`config.mk`:
```
export PLATFORM = sky130hd
export DESIGN_NAME = cfg_index_regs
export DESIGN_NICKNAME = d
export VERILOG_FILES = /design/src/rtl/cfg_index_regs.sv
export SDC_FILE = /design/constraint.sdc
export NUM_CORES = 1
export LEC_CHECK = 0
export BUFFER_PORTS_ARGS = -buffer_cell sky130_fd_sc_hd__buf_2
export CAP_MARGIN = 20
export CORE_MARGIN = 2
export CORE_UTILIZATION = 50
export DETAILED_ROUTE_END_ITERATION = 10
export PLACE_DENSITY = 0.78
export SYNTH_ARGS = -nofsm -noshare
export SYNTH_HDL_FRONTEND = slang
export SYNTH_SLANG_ARGS = --single-unit
```
`constraint.sdc`:
```
create_clock -name clk -period 3.3 [get_ports clk]
set_clock_uncertainty 0.2 [all_clocks]
set_input_delay 0.66 -clock clk [delete_from_list [all_inputs] [get_ports clk]]
set_output_delay 0.66 -clock clk [all_outputs]
set_load 0.005 [all_outputs]
```
`src/rtl/cfg_index_regs.sv`:
```
module cfg_index_regs #(
  parameter int ADDR_W = 16,
  parameter logic [ADDR_W-1:0] IDX_PORT = 'h22,
  parameter logic [ADDR_W-1:0] DAT_PORT = 'h23,
  parameter logic [7:0] BASE_IDX = 8'h60,
  parameter int RST_LEN = 16
) (
  input  logic              clk,
  input  logic              rst_n,
  input  logic              io_wr,
  input  logic              io_rd,
  input  logic [ADDR_W-1:0] io_addr,
  input  logic [7:0]        io_wdata,
  output logic [7:0]        io_rdata,
  output logic              pclk_alt,
  output logic [1:0]        io_cmd_delay,
  output logic [1:0]        mem_ws8,
  output logic [1:0]        mem_ws16,
  output logic [1:0]        bus_mode,
  output logic              cpu_reset
);
  localparam int CNT_W = $clog2(RST_LEN + 1);
  localparam logic [7:0] MASK_B = 8'h4F;
  localparam logic [7:0] MASK_C = 8'h0F;
  localparam logic [7:0] RST_B  = 8'h40;
  localparam logic [7:0] IDX_A  = BASE_IDX;
  localparam logic [7:0] IDX_B  = BASE_IDX + 8'd1;
  localparam logic [7:0] IDX_C  = BASE_IDX + 8'd2;

  logic [7:0]       idx_q;
  logic             idx_ok;
  logic             a_pclk;
  logic [7:0]       b_q, c_q;
  logic [CNT_W-1:0] rst_cnt;

  wire idx_wr = io_wr && io_addr == IDX_PORT;
  wire idx_rd = io_rd && io_addr == IDX_PORT;
  wire dat_wr = io_wr && io_addr == DAT_PORT;
  wire dat_rd = io_rd && io_addr == DAT_PORT;

  wire sel_a = idx_ok && idx_q == IDX_A;
  wire sel_b = idx_ok && idx_q == IDX_B;
  wire sel_c = idx_ok && idx_q == IDX_C;

  wire pulse_on = rst_cnt != '0;
  wire [7:0] a_view = {2'b00, pulse_on, 4'b0000, a_pclk};

  always_ff @(posedge clk or negedge rst_n) begin
    if (!rst_n) begin
      idx_q  <= 8'h00;
      idx_ok <= 1'b0;
    end else if (idx_wr) begin
      idx_q  <= io_wdata;
      idx_ok <= 1'b1;
    end else if (dat_wr || dat_rd) begin
      idx_ok <= 1'b0;
    end
  end

  always_ff @(posedge clk or negedge rst_n) begin
    if (!rst_n) begin
      a_pclk <= 1'b0;
      b_q    <= RST_B;
      c_q    <= 8'h00;
    end else if (dat_wr) begin
      if (sel_a) a_pclk <= io_wdata[0];
      if (sel_b) b_q <= io_wdata & MASK_B;
      if (sel_c) c_q <= io_wdata & MASK_C;
    end
  end

  always_ff @(posedge clk or negedge rst_n) begin
    if (!rst_n)
      rst_cnt <= '0;
    else if (dat_wr && sel_a && io_wdata[5] && !pulse_on)
      rst_cnt <= CNT_W'(RST_LEN);
    else if (pulse_on)
      rst_cnt <= rst_cnt - 1'b1;
  end

  always_comb begin
    io_rdata = 8'h00;
    if (idx_rd)
      io_rdata = idx_q;
    else if (dat_rd)
      io_rdata = sel_a ? a_view : sel_b ? b_q : sel_c ? c_q : 8'hFF;
  end

  assign pclk_alt     = a_pclk;
  assign io_cmd_delay = b_q[1:0];
  assign mem_ws8      = b_q[3:2];
  assign mem_ws16     = c_q[3:2];
  assign cpu_reset    = pulse_on;
  assign bus_mode     = c_q[0] ? 2'b11 : c_q[1] ? (b_q[6] ? 2'b10 : 2'b01) : 2'b00;
endmodule

```
==> impl_metrics.tcl <==
set metrics [dict create \
    postCtsSetupBuffers 0 \
    hold_viol 0 \
    worst_ep_required_time_ps 2440 \
    cts_max_path_buffers 2 \
    endpoint_kind "primary output" \
    diodes 0 \
    cts_hold_buf 0 \
    mostFrequentLayoutCell "buf_2" \
    routed_wl_um 3000 \
    fin_nets 199 \
    fmax_mhz 324 \
    utilization 0.619 \
    nFillCells 226 \
    finalSetupViolations 0 \
    syn_inst 126 \
    post_drt_wl_per_cell_um 15.0 \
    io_pins 46 \
    dr.pass1.iters 4 \
    timing.rr.end "c_q[1]" \
    drv_cap 0 \
    p_seq_frac 0.547 \
    io_buffers 45 \
    die_h_um 56.5 \
    layout_common_cells "buf_2 (45), dfrtp_1 (23), mux2_2 (19)" \
    crit_fanout 8 \
    post-route-period-util 0.937 \
    path_clk_slew_ps 140 \
    report.final.slew_viol_count 0 \
    synthesis.nets 155 \
    cts.sinks 24 \
    syn_to_final_growth_pct 20.5 \
    drt_iter0_drc 28 \
    grt_max_degree 25 \
    power.leakage_nw 0.861 \
    hp-class "in -> async" \
    period_minus_slack_ps 3090 \
    outcome "completed" \
    p_switching_w 0.000107 \
    layout-drive-gt1-share 0.485 \
    syn-cell-area_mm2 0.00138 \
    ir_drop_mv 0.255 \
    htreeDepth 1 \
    avgSynthCellArea_um2 11.0 \
    ys_seq_area_frac 0.436 \
    startpoint_type "input pin" \
    cts_tree "yes" \
    synth_warnings 0 \
    r2r_setup_slack_ps 1010 \
    die_area_mm2 0.00320 \
    antenna_found_initial 0 \
    crit_type "in -> out" \
    grt_pass1_wl_um 4870 \
    drtAntennaViolNets 0 \
    start_util 0.514 \
    overflow 0 \
    reg2reg_depth 4 \
    worstSkewPairLatency_ps 320 \
    vias_per_cell 5.77 \
    setup_tns_ps 0 \
    synth.ff_latch_count 24 \
    tightest_slew_ps 550 \
    grt_pass1_vias 1128 \
    cts_resized 0 \
    synth_cell_types 32 \
    vias 1154 \
    gp_congestion 0.755 \
    rsz0062_at_grt "no" \
    drc 0 \
    core_mm2 0.00269 \
    cts_buffers 3 \
    core.rowCount 19 \
    grtUsageTotal 0.192 \
    pwr-share-comb 0.060 \
    p_sw_frac 0.198 \
    dp_hpwl_um 2330 \
    p_int_w 0.000431 \
    die_w_um 56.5 \
    clockPowerShare 0.393 \
    worstPathArrival_ps 2230 \
    clockRootBuffer "clkbuf_4" \
    powerDensity_mw_per_mm2 323 \
    slew_headroom 0.634 \
    reg2reg_from "idx_q[3]" \
]
[metrics by stage]
step / total power, W / hold slack (ps) / setup WS [ps] / instance area, um2 / std cells
2_1_floorplan: 0.000307 / 164 / 502 / 1380 / 126
3_3_place_gp: 0.000331 / 276 / 264 / 1610 / 196
3_5_place_dp: 0.000332 / 297 / 232 / 1610 / 196
4_1_cts: 0.000542 / 111 / 213 / 1660 / 200
5_1_grt: 0.000556 / 120 / 47.7 / 1660 / 200
6_report: 0.000538 / 99.0 / 209 / 1660 / 200
[Yosys cell counts (all sizes together)]
master / n / area share
nand4: 3 / 0.018
nor2: 4 / 0.011
xor2: 1 / 0.0063
or2: 1 / 0.0045
a22o: 8 / 0.052
o22ai: 2 / 0.0091
nand3: 5 / 0.018
or3: 2 / 0.013
o21ai: 8 / 0.029
ha: 1 / 0.0091
nand4b: 1 / 0.0063
nand2b: 5 / 0.023
nor3: 4 / 0.023
nor4b: 3 / 0.028
a21o: 2 / 0.011
nand2: 11 / 0.030
o22a: 1 / 0.0063
inv: 6 / 0.016
mux2: 19 / 0.16
clkbuf: 3 / 0.0082
o41ai: 1 / 0.0063
nor3b: 1 / 0.0091
dfstp: 1 / 0.019
dfrtp: 23 / 0.42
nor4: 4 / 0.040
buf: 6 / 0.033
[worst max path at each step]
stage / startpoint / end / slack, ps
after floorplan: io_addr[7] / io_rdata[3] / 500
after global placement: io_addr[7] / io_rdata[0] / 260
after detailed placement: io_addr[7] / io_rdata[0] / 230
after CTS: io_addr[7] / io_rdata[0] / 210
after global routing: io_addr[7] / io_rdata[0] / 50
final: io_addr[7] / io_rdata[0] / 210
[flip-flops by register name, summed over array words and instances (netlist names)]
register and cells:
rst_cnt 5, b_q 5, idx_ok 1, idx_q 8, pclk_alt 1, c_q 4
[cell type report]
class	instances	area (um2)	share of cell area
clock buffers	3	22.5	0.0135
multi-input cells	87	699	0.421
inverters	6	22.5	0.0135
clock inverters	1	30.0	0.0181
well taps	31	38.8	0.0233
flip-flops and latches	24	602	0.362
repair buffers	48	248	0.149
[worst max-delay path, stage by stage]
cell     delay (ps)
buf_2            90
nor4_1          410
nand4_1         210
nor3b_2         500
a22o_1          240
buf_2           110
[power by group through the flow]
stage / Clock, W / Sequential [W] / Combinational [W]
after floorplan: 0 / 0.000300 / 0.00000739
after global placement: 0 / 0.000300 / 0.0000310
after detailed placement: 0 / 0.000300 / 0.0000326
after CTS: 0.000215 / 0.000294 / 0.0000327
after global routing: 0.000226 / 0.000294 / 0.0000358
final: 0.000211 / 0.000294 / 0.0000323
[cell families (layout without fill, tap and decap cells)]
kind of cell,count (synthesis),count (layout),synth area share
simple gates,44,44,0.223
flops,24,24,0.436
compound gates,22,22,0.113
mux,19,19,0.155
buf+inv,15,58,0.0571
fa+ha+maj,1,1,0.00906
xor+xnor,1,1,0.00635
[layer usage]
layer / track usage / vias up / part of all wire
met4: 0.0680 / 0 / 0.0050
li1: - / 545 / -
met3: 0.0300 / 2 / 0.057
met5: 0 / - / 0
met2: 0.339 / 33 / 0.51
met1: 0.237 / 574 / 0.43
Power figures use the tool's default switching activity.
